[config.mk]
export PLATFORM = sky130hd
export DESIGN_NAME = cond_flag_unit
export DESIGN_NICKNAME = d
export VERILOG_FILES = /design/src/rtl/cfu_pkg.sv /design/src/rtl/cfu_rst_sync.sv /design/src/rtl/cfu_flag_gen.sv /design/src/rtl/cfu_flag_reg.sv /design/src/rtl/cfu_cond_eval.sv /design/src/rtl/cond_flag_unit.sv
export SDC_FILE = /design/constraint.sdc
export NUM_CORES = 1
export LEC_CHECK = 0
export BUFFER_PORTS_ARGS = -buffer_cell sky130_fd_sc_hd__buf_2
export CAP_MARGIN = 5
export CORE_AREA = 2 2 39 41
export DETAILED_ROUTE_END_ITERATION = 7
export DIE_AREA = 0 0 41 43
export PLACE_DENSITY = 0.7
export SLEW_MARGIN = 20
export SYNTH_ARGS = -nofsm -noshare
export SYNTH_HDL_FRONTEND = slang
export SYNTH_SLANG_ARGS = --single-unit
[constraint.sdc]
create_clock -name clk -period 2.2 [get_ports clk]
set_input_delay 0.22 -clock clk [delete_from_list [all_inputs] [get_ports clk]]
set_output_delay 0.22 -clock clk [all_outputs]
set_load 0.01 [all_outputs]
[src/rtl/cfu_pkg.sv]
package cfu_pkg;
  localparam int COND_W = 5;

  typedef enum logic [COND_W-1:0] {
    CC_ZSET  = 5'd0,
    CC_ZCLR  = 5'd1,
    CC_CSET  = 5'd2,
    CC_CCLR  = 5'd3,
    CC_POS   = 5'd4,
    CC_NEG   = 5'd5,
    CC_VSET  = 5'd6,
    CC_VCLR  = 5'd7,
    CC_UGT   = 5'd8,
    CC_UGE   = 5'd9,
    CC_ULT   = 5'd10,
    CC_ULE   = 5'd11,
    CC_EQ    = 5'd12,
    CC_NE    = 5'd13,
    CC_SGT   = 5'd14,
    CC_SGE   = 5'd15,
    CC_SLT   = 5'd16,
    CC_SLE   = 5'd17
  } cond_e;

  typedef struct packed {
    logic c;
    logic s;
    logic z;
    logic v;
  } flags_t;
endpackage

[src/rtl/cfu_rst_sync.sv]
module cfu_rst_sync #(
  parameter int STAGES = 2
) (
  input  logic clk,
  input  logic rst_n,
  output logic rst_sync_n
);
  logic [STAGES-1:0] sync_q;
  logic [STAGES-1:0] sync_d;

  always_comb begin
    sync_d = {sync_q[STAGES-2:0], 1'b1};
  end

  always_ff @(posedge clk or negedge rst_n) begin
    if (!rst_n) sync_q <= '0;
    else        sync_q <= sync_d;
  end

  assign rst_sync_n = sync_q[STAGES-1];
endmodule

[src/rtl/cfu_flag_gen.sv]
module cfu_flag_gen
  import cfu_pkg::*;
#(
  parameter int DATA_W = 16
) (
  input  logic [DATA_W-1:0] res_i,
  input  logic              cin_top_i,
  input  logic              cout_top_i,
  output flags_t            flags_o
);
  localparam int MSB = DATA_W - 1;

  always_comb begin
    flags_o.c = cout_top_i;
    flags_o.s = res_i[MSB];
    flags_o.z = ~(|res_i);
    flags_o.v = cin_top_i ^ cout_top_i;
  end
endmodule

[src/rtl/cfu_flag_reg.sv]
module cfu_flag_reg
  import cfu_pkg::*;
(
  input  logic   clk,
  input  logic   rst_n,
  input  logic   upd_en_i,
  input  flags_t flags_d_i,
  output flags_t flags_q_o
);
  flags_t flags_q;
  flags_t flags_nxt;

  always_comb begin
    flags_nxt = flags_q;
    if (upd_en_i) flags_nxt = flags_d_i;
  end

  always_ff @(posedge clk or negedge rst_n) begin
    if (!rst_n) flags_q <= '0;
    else        flags_q <= flags_nxt;
  end

  assign flags_q_o = flags_q;
endmodule

[src/rtl/cfu_cond_eval.sv]
module cfu_cond_eval
  import cfu_pkg::*;
(
  input  flags_t            flags_i,
  input  logic [COND_W-1:0] cond_i,
  output logic              take_o
);
  logic lt_s;

  always_comb begin
    lt_s = flags_i.s ^ flags_i.v;
    unique case (cond_i)
      CC_ZSET: take_o = flags_i.z;
      CC_ZCLR: take_o = ~flags_i.z;
      CC_CSET: take_o = flags_i.c;
      CC_CCLR: take_o = ~flags_i.c;
      CC_POS:  take_o = ~flags_i.s;
      CC_NEG:  take_o = flags_i.s;
      CC_VSET: take_o = flags_i.v;
      CC_VCLR: take_o = ~flags_i.v;
      CC_UGT:  take_o = flags_i.c & ~flags_i.z;
      CC_UGE:  take_o = flags_i.c;
      CC_ULT:  take_o = ~flags_i.c;
      CC_ULE:  take_o = ~flags_i.c | flags_i.z;
      CC_EQ:   take_o = flags_i.z;
      CC_NE:   take_o = ~flags_i.z;
      CC_SGT:  take_o = ~lt_s & ~flags_i.z;
      CC_SGE:  take_o = ~lt_s;
      CC_SLT:  take_o = lt_s;
      CC_SLE:  take_o = lt_s | flags_i.z;
      default: take_o = 1'b0;
    endcase
  end
endmodule

[src/rtl/cond_flag_unit.sv]
module cond_flag_unit
  import cfu_pkg::*;
#(
  parameter int DATA_W      = 16,
  parameter int SYNC_STAGES = 2
) (
  input  logic              clk,
  input  logic              rst_n,
  input  logic [DATA_W-1:0] res_i,
  input  logic              cin_top_i,
  input  logic              cout_top_i,
  input  logic              upd_en_i,
  input  logic [4:0]        cond_i,
  output logic [3:0]        flags_o,
  output logic              take_o
);
  logic   rst_sync_n;
  flags_t flags_new;
  flags_t flags_cur;

  cfu_rst_sync #(.STAGES(SYNC_STAGES)) u_rst_sync (
    .clk        (clk),
    .rst_n      (rst_n),
    .rst_sync_n (rst_sync_n)
  );

  cfu_flag_gen #(.DATA_W(DATA_W)) u_flag_gen (
    .res_i      (res_i),
    .cin_top_i  (cin_top_i),
    .cout_top_i (cout_top_i),
    .flags_o    (flags_new)
  );

  cfu_flag_reg u_flag_reg (
    .clk       (clk),
    .rst_n     (rst_sync_n),
    .upd_en_i  (upd_en_i),
    .flags_d_i (flags_new),
    .flags_q_o (flags_cur)
  );

  cfu_cond_eval u_cond_eval (
    .flags_i (flags_cur),
    .cond_i  (cond_i),
    .take_o  (take_o)
  );

  assign flags_o = flags_cur;
endmodule

---- Word-level counts from Yosys, hierarchy flattened ----
Index checks and enable logic that the tools add are counted.
storage, ports and cells
  register bits ........................... 6
  bits in latches ......................... 0
  RAM bits ................................ 0
  bits in read-only memories .............. 0
  bits of input ports ..................... 26
  memories ................................ 0
cells by class
  add/sub/neg operators ................... 0
  multiply operators ...................... 0
  div/mod/pow operators ................... 0
  $lt $le $gt $ge ......................... 0
  eq/ne operators ......................... 17
  shifts and indexed selects .............. 0
  multiplexer cells ....................... 1
  bitwise gates (word level) .............. 12
  reductions and logical operators ........ 6
operators by type and width
  cell                  count
  $eq A5 B4 Y1 const B  8
  $eq A5 B3 Y1 const B  4
  $reduce_or A16 Y1     1
  $pmux W1 S14          1
  $eq A5 B2 Y1 const B  2
  $eq A5 B5 Y1 const B  2
  $reduce_or A2 Y1      4
  $not A1 Y1            6
  $eq A5 B1 Y1 const B  1
  $logic_not A5 Y1      1
  $and A1 B1 Y1         2
  $or A1 B1 Y1          2
  $xor A1 B1 Y1         2

---- Longest topological paths before layout ----
Gate-level depths: netlist of the first run.
  depth after elaboration ................. 4
  depth in mapped cells ................... 6

---- By module ----
A second synthesis of the first run with hierarchy kept.
unflattened totals
  cell total of the unflattened synthesis .. 44
  area total of the unflattened synthesis .. 446.7 um^2
modules (own cells, without submodules)
  module         instances  cells an instance  area each (um^2)  seq. area each (um^2)
  cfu_cond_eval  1          25                 190.2             0.0
  cfu_flag_reg   1          8                  145.1             100.1
  cfu_flag_gen   1          8                  57.6              0.0
  cfu_rst_sync   1          3                  53.8              50.0

---- Worst setup path before layout of the first run ----
Ideal clock, no wire load.
  kind .................................... register -> output
  start point ............................. reg u_flag_reg.flags_q (netlist bit u_flag_reg.flags_q_o[1])
  end point ............................... out take_o
  arrival ................................. 1.241 ns
  required time ........................... 1.980 ns
  slack ................................... 0.739 ns
  stages on the path, launching flop included .. 6
  path buffers ............................ 0
  cell sequence ........................... dfrtp_1 -> nand2b_1 -> a32oi_1 -> nor3_1 -> a311oi_2 -> o221ai_1
between the ends
  cells in the longest elaborated chain, start to end .. 3
  elaborated cells on any way between the ends .. 6
  those cells by class .................... mux: 1; bitwise: 5
RTL lines
  element                                  line                                      RTL
  start: declaration                       cfu_flag_reg.sv:10                        flags_t flags_q;
  start signal: assignment                 cfu_flag_reg.sv:20                        else flags_q <= flags_nxt;
  $not A1 Y1                               -
  $and A1 B1 Y1, on equally long branches  cfu_cond_eval.sv:27, cfu_cond_eval.sv:21
  $pmux W1 S14 (*)                         cfu_cond_eval.sv:12                       unique case (cond_i)
  end: declaration                         cond_flag_unit.sv:15                      output logic take_o
Mark *: on every way between the ends. The rest lies on a longest branch, timed or not.

---- Worst setup path in the final report of the first run ----
Same ends and word-level chain as after synthesis.

==> flow_summary_export.csv, run 1 <==
group,metric,value,unit
run_status,run_status,"finished clean",
run,max-cap-violations,0,
placement,globalplace.congestion,0.732,
final_layout,layout.cells.most_common,"sky130_fd_sc_hd__buf_2",
sta,totalNegativeSetupSlack,0,ns
synth,syn_avg_cell_area,8.53,um2
synth,synth.largest_area_cell,"sky130_fd_sc_hd__dfrtp_1",
global_route,grt_busiest_layer,"met2",
sta,final_min_period_over_clock_period,87.0,%
sta,whs,0.0505,ns
routing,post_drt_via_cell_ratio,5.13,
synth,post_synth_cell_types,32,
sta,finalHoldViolations,0,
routing,detail_route.wl_per_cell,11.2,um
synth,synth_top_cells_by_area,"sky130_fd_sc_hd__dfrtp_1 31%, sky130_fd_sc_hd__xnor2_1 5.5%, sky130_fd_sc_hd__a21oi_1 4.2%",
placement,portBuffers,30,
sta,layout_setup_ws,0.287,ns
final_layout,antenna-diode-count,0,
pwr,totalPowerFinal,314,uW
synth,synth_sequential_area_ratio,31.4,%
die,core_region_area,0.00138,mm2
final_layout,layout_common_cells,"30 x sky130_fd_sc_hd__buf_2, 6 x sky130_fd_sc_hd__dfrtp_1, 5 x sky130_fd_sc_hd__nor2_1",
synth,synth_warnings,0,
final_layout,design.final.nets,116,
die,design.die.area,0.00176,mm2
clock_tree,cts_root_buf,"sky130_fd_sc_hd__clkbuf_4",
critical_path,critPathKind,"reg -> out",
critical_path,data_arrival_time_of_the_critical_path,1.69,ns
synth,syn-num-nets,82,
final_layout,area.growth.synth_to_final,39.0,%
critical_path,crit_required,1.98,ns
sta,finalSetupViolations,0,
final_layout,fin_area,664,um2
critical_path,end_kind,"primary output",
global_route,grt.total_usage,16.0,%
critical_path,start_kind,"flop",
sta,slew_viol_final,0,
routing,drc_errors,0,
pwr,leakagePower,0.322,nW
clock_tree,clkLatencyLatePin,0.24,ns
clock_tree,post_cts_repair_setup_buffers,0,
global_route,grt_start_max_net_pins,10,
die,die_w,41,um
min_path,hold_class,"reg -> async",
routing,detailroute.via_count,534,
clock_tree,cts_made_buffers,3,
global_route,grtUsageMet2,28.4,%
synth,fraction_of_synthesized_cell_area_taken_by_the_top_area_cell_type,31.4,%
placement,dp_hpwl,987,um
sta,timing.final.crit_period,1.91,ns
critical_path,timing.critical_path.fanout_max,6,
final_layout,drive_gt1_share,42.0,%
clock_tree,cts_buffer_depth,2,
pwr,power_density,472,mW/mm2
sta,unrepaired_setup_endpoints_after_global_routing,"false",
routing,detail_route.iter0.violations,7,
die,initial_core_utilization,34.5,%
global_route,first_pass_grt_wire_length,1.84,mm
global_route,antenna_found_initial,0,
clock_tree,clkTransAtPathRegs,0.04,ns
die,io_pins,31,
routing,finalWirelength,1.17,mm
sta,highest_clock_rate,523,MHz
routing,final_antenna_net_count,0,
global_route,use_met1,15.2,%
placement,cell_count_post_placement,100,
global_route,grt.met3_usage,1.57,%
final_layout,finish.utilization,48.0,%
clock_tree,cts_tree,"yes",
placement,pre_cts_ws,0.540,ns
pwr,power.ir.vdd_worst,0.000274,V
synth,postSynthCellCount,56,
sta,clock_skew_after_layout,0.00324,ns
clock_tree,clock_tree.htree_level_count,1,
placement,place_area,632,um2
routing,drt_pre_antenna_iters,3,
global_route,vias_in_the_first_global_route,478,
synth,syn_area,478,um2
die,floorplan.die.height,43,um
final_layout,nFillCells,139,
critical_path,regToRegSetupSlack,1.33,ns
synth,synth-seq-cells,6,
final_layout,layout.cells.non_filler,104,
clock_tree,tritoncts_num_sinks,6,
die,placementRows,14,
global_route,total_congestion_overflow_after_global_routing,0,
critical path: stages (launching register included):
cell and delay [ns]:
sky130_fd_sc_hd__dfrtp_1 0.43, sky130_fd_sc_hd__nand2b_1 0.17, sky130_fd_sc_hd__a32oi_1 0.19, sky130_fd_sc_hd__nor3_1 0.09, sky130_fd_sc_hd__a311oi_2 0.27, sky130_fd_sc_hd__o221ai_1 0.15
sky130_fd_sc_hd__buf_2 0.16
cell usage after synthesis:
cell and count:
sky130_fd_sc_hd__a21oi_1 4, sky130_fd_sc_hd__a22o_1 1, sky130_fd_sc_hd__a22oi_1 1, sky130_fd_sc_hd__a311oi_2 1
sky130_fd_sc_hd__a32oi_1 1, sky130_fd_sc_hd__and2b_1 1, sky130_fd_sc_hd__and3_1 2, sky130_fd_sc_hd__buf_2 1
sky130_fd_sc_hd__buf_6 1, sky130_fd_sc_hd__conb_1 1, sky130_fd_sc_hd__dfrtp_1 6, sky130_fd_sc_hd__inv_1 3
sky130_fd_sc_hd__mux2_2 1, sky130_fd_sc_hd__mux2i_1 1, sky130_fd_sc_hd__nand2_1 3, sky130_fd_sc_hd__nand2b_1 2
sky130_fd_sc_hd__nand3_1 2, sky130_fd_sc_hd__nand3b_1 1, sky130_fd_sc_hd__nand4_1 2, sky130_fd_sc_hd__nor2_1 5
sky130_fd_sc_hd__nor2_2 1, sky130_fd_sc_hd__nor2b_1 1, sky130_fd_sc_hd__nor3_1 1, sky130_fd_sc_hd__nor3b_1 1
sky130_fd_sc_hd__nor3b_2 1, sky130_fd_sc_hd__nor4_1 2, sky130_fd_sc_hd__nor4b_1 1, sky130_fd_sc_hd__o211a_1 1
sky130_fd_sc_hd__o21ai_0 2, sky130_fd_sc_hd__o221ai_1 1, sky130_fd_sc_hd__o41ai_1 1, sky130_fd_sc_hd__xnor2_1 3
repair_timing:
action | in CTS | in global routing
endpoints found under the hold margin | 2 | 0
gates resized for setup | 0 | 0
hold buffers | 1 | 0
cells by family after synthesis:
logic type      synth area share [%]
compound gates                  20.4
mux                             4.45
buf+inv                         5.76
flops                           31.4
xor+xnor                        5.50
other cells                    0.785
simple gates                    31.7
registers in the layout (all words and copies together) (netlist names):
register	count
u_flag_reg.flags_q_o	4
u_rst_sync.sync_q	2
layout make-up:
cell class / count / area, um2 / share of cell area, %
timing repair buffer: 31 / 160 / 24.1
tap: 16 / 20.0 / 3.01
inverter: 3 / 11.3 / 1.69
sequential: 6 / 150 / 22.6
multi-input combinational: 45 / 300 / 45.2
clock buffer: 3 / 22.5 / 3.39
power breakdown:
group	switching [mW]	internal [mW]
Clock	0.0363	0.0615
Combinational	0.0424	0.0454
Sequential	0.00945	0.118
Total	0.0882	0.225
final timing paths:
path	startpoint	end	cells after the start
worst max-delay path	u_flag_reg.flags_q_o[1]$_DFFE_PN0P_	take_o	6
worst max register to register	u_flag_reg.flags_q_o[3]$_DFFE_PN0P_	u_flag_reg.flags_q_o[3]$_DFFE_PN0P_	1
max in group asynchronous	rst_n	u_rst_sync.sync_q[1]$_DFF_PN0_	2
min in group clk	res_i[14]	u_flag_reg.flags_q_o[1]$_DFFE_PN0P_	2
worst min register to register	u_rst_sync.sync_q[1]$_DFF_PN0_	u_flag_reg.flags_q_o[3]$_DFFE_PN0P_	0
worst min-delay path	u_rst_sync.sync_q[1]$_DFF_PN0_	u_flag_reg.flags_q_o[3]$_DFFE_PN0P_	0
per-layer routing:
layer	vias to the layer above	share of wire (%)
met2	27	52
met4	0	0.68
met3	2	8.1
met1	232	39
met5	-	0
li1	273	-
Note: power is estimated with default switching activity, not from simulation.
==> run 2: changes to the inputs <==
--- a/config.mk
+++ b/config.mk
@@ -8,6 +8,7 @@
 export BUFFER_PORTS_ARGS = -buffer_cell sky130_fd_sc_hd__buf_2
 export CAP_MARGIN = 5
 export CORE_AREA = 2 2 39 41
+export CTS_BUF_LIST = sky130_fd_sc_hd__clkbuf_16
 export DETAILED_ROUTE_END_ITERATION = 7
 export DIE_AREA = 0 0 41 43
 export PLACE_DENSITY = 0.7
==> run 2 against run 1 <==
Net effect:
- via count increased by 2.1%
- cell count unchanged
- sequential cell count unchanged
- core utilization up 3.8 points
- highest routed layer unchanged
==> flow_summary_export.csv, run 2 (synthesis gave the netlist of run 1 again) <==
group,metric,value,unit
die,design.die.area,0.00176,mm2
critical_path,end_kind,"primary output",
critical_path,critPathKind,"reg -> out",
global_route,total_congestion_overflow_after_global_routing,0,
clock_tree,cts_tree,"yes",
die,placementRows,14,
sta,clock_skew_after_layout,0.00189,ns
critical_path,path_delay_family,"compound AO/OA/AOI/OAI gates",
sta,final_min_period_over_clock_period,86.4,%
critical_path,worstReg2RegStart,"u_flag_reg.flags_q_o[3]$_DFFE_PN0P_",
placement,portBuffers,30,
run,max-cap-violations,0,
global_route,vias_in_the_first_global_route,479,
critical_path,timing.critical_path.fanout_max,6,
die,initial_core_utilization,34.5,%
routing,detail_route.wl_per_cell,11.6,um
critical_path,crit_path_max_incr_delay,0.43,ns
critical_path,crit_required,1.98,ns
sta,finalSetupViolations,0,
global_route,first_pass_grt_wire_length,1.89,mm
clock_tree,clkTransAtPathRegs,0.03,ns
sta,timing.final.crit_period,1.90,ns
clock_tree,cts_root_buf,"sky130_fd_sc_hd__clkbuf_16",
routing,final_antenna_net_count,0,
clock_tree,clock_tree.htree_level_count,1,
placement,dp_hpwl,987,um
final_layout,area.growth.synth_to_final,50.0,%
global_route,grt.total_usage,16.3,%
final_layout,nFillCells,130,
sta,unrepaired_setup_endpoints_after_global_routing,"false",
final_layout,design.final.nets,116,
die,die_w,41,um
pwr,power.ir.vdd_worst,0.000497,V
critical_path,crit_path_top_delay_cell,"sky130_fd_sc_hd__dfrtp_1",
final_layout,multiInputGateArea,300,um2
final_layout,largest_reg_flops,4,
final_layout,area.sequential,150,um2
die,floorplan.die.height,43,um
clock_tree,cts_resized,0,
sta,finalHoldViolations,0,
final_layout,layout_common_cells,"30 x sky130_fd_sc_hd__buf_2, 6 x sky130_fd_sc_hd__dfrtp_1, 5 x sky130_fd_sc_hd__nor2_1",
critical_path,start_kind,"flop",
pwr,totalPowerFinal,505,uW
pwr,power_density,704,mW/mm2
min_path,hold_class,"reg -> async",
routing,detailroute.via_count,545,
sta,totalNegativeSetupSlack,0,ns
clock_tree,clkLatencyLatePin,0.23,ns
critical_path,regToRegSetupSlack,1.33,ns
die,core_region_area,0.00138,mm2
routing,detail_route.iter0.violations,6,
clock_tree,tritoncts_num_sinks,6,
final_layout,drive_gt1_share,42.0,%
critical_path,critPathBufInv,1,
critical_path,timing.rr.end,"u_flag_reg.flags_q_o[3]$_DFFE_PN0P_",
routing,drc_errors,0,
final_layout,layout.cells.most_common,"sky130_fd_sc_hd__buf_2",
global_route,grt_start_max_net_pins,10,
global_route,antenna_found_initial,0,
routing,drt_pre_antenna_iters,4,
die,io_pins,31,
clock_tree,cts_buffer_depth,2,
clock_tree,cts_made_buffers,3,
routing,post_drt_via_cell_ratio,5.24,
critical_path,critical_path.cell_chain,"nand2b_1 -> a32oi_1 -> nor3_1 -> a311oi_2 -> o221ai_1 -> buf_2",
critical_path,data_arrival_time_of_the_critical_path,1.68,ns
routing,finalWirelength,1.20,mm
pwr,leakagePower,0.346,nW
sta,highest_clock_rate,526,MHz
sta,slew_viol_final,0,
final_layout,antenna-diode-count,0,
run_status,run_status,"finished clean",
placement,globalplace.congestion,0.732,
critical_path,r2r.worst_path.cells,1,
-- run 2: where the power goes --
part	switching [mW]	internal [mW]	leakage, nW	total, mW
clock network	0.0556	0.233	0.0370	0.288
logic	0.0428	0.0454	0.236	0.0882
registers	0.00947	0.119	0.0723	0.128
total	0.108	0.397	0.346	0.505
-- run 2: repair_timing --
| item | in CTS | in global routing |
|---|---|---|
| endpoints found under the hold margin | 2 | 0 |
| buffers inserted | 0 | 0 |
| hold buffers | 1 | 0 |
-- run 2: metrics by stage --
step | hold WS (ns) | setup slack [ns] | utilization [%] | cell area (um2) | instances
after floorplan | -0.0756 | 0.739 | - | 478 | 56
after global placement | 0.00636 | 0.617 | 45.7 | 632 | 100
after detailed placement | 0.00814 | 0.540 | 45.7 | 632 | 100
after CTS | 0.0635 | 0.286 | 51.8 | 717 | 104
after global routing | 0.0713 | 0.189 | 51.8 | 717 | 104
final | 0.0541 | 0.300 | 51.8 | 717 | 104
-- run 2: worst max-delay path by stage --
| stage | end | slack, ns | depth (start not counted) | startpoint |
|---|---|---|---|---|
| final | take_o | 0.30 | 6 | u_flag_reg.flags_q_o[1]$_DFFE_PN0P_ |
| after floorplan | take_o | 0.74 | 5 | u_flag_reg.flags_q_o[1]$_DFFE_PN0P_ |
| after detailed placement | take_o | 0.54 | 6 | u_flag_reg.flags_q_o[1]$_DFFE_PN0P_ |
| after global placement | take_o | 0.62 | 6 | u_flag_reg.flags_q_o[1]$_DFFE_PN0P_ |
| after CTS | take_o | 0.29 | 6 | u_flag_reg.flags_q_o[1]$_DFFE_PN0P_ |
| after global routing | take_o | 0.19 | 6 | u_flag_reg.flags_q_o[1]$_DFFE_PN0P_ |
-- run 2: cell type report --
cell class,count,share of cell area (%)
Sequential cell,6,20.9
Clock buffer,3,10.5
Multi-Input combinational cell,45,41.9
Tap cell,16,2.79
Inverter,3,1.57
Timing Repair Buffer,31,22.3
-- run 2: per-layer routing --
layer  part of all wire (%)  track usage (%)  up-vias  wire [um]
li1                       -                -      273          -
met1                     38             15.5      241        453
met2                     53             29.1       29        641
met3                    8.2             3.14        2         99
met4                   0.67             10.0        0          8
met5                      0                0        -          0
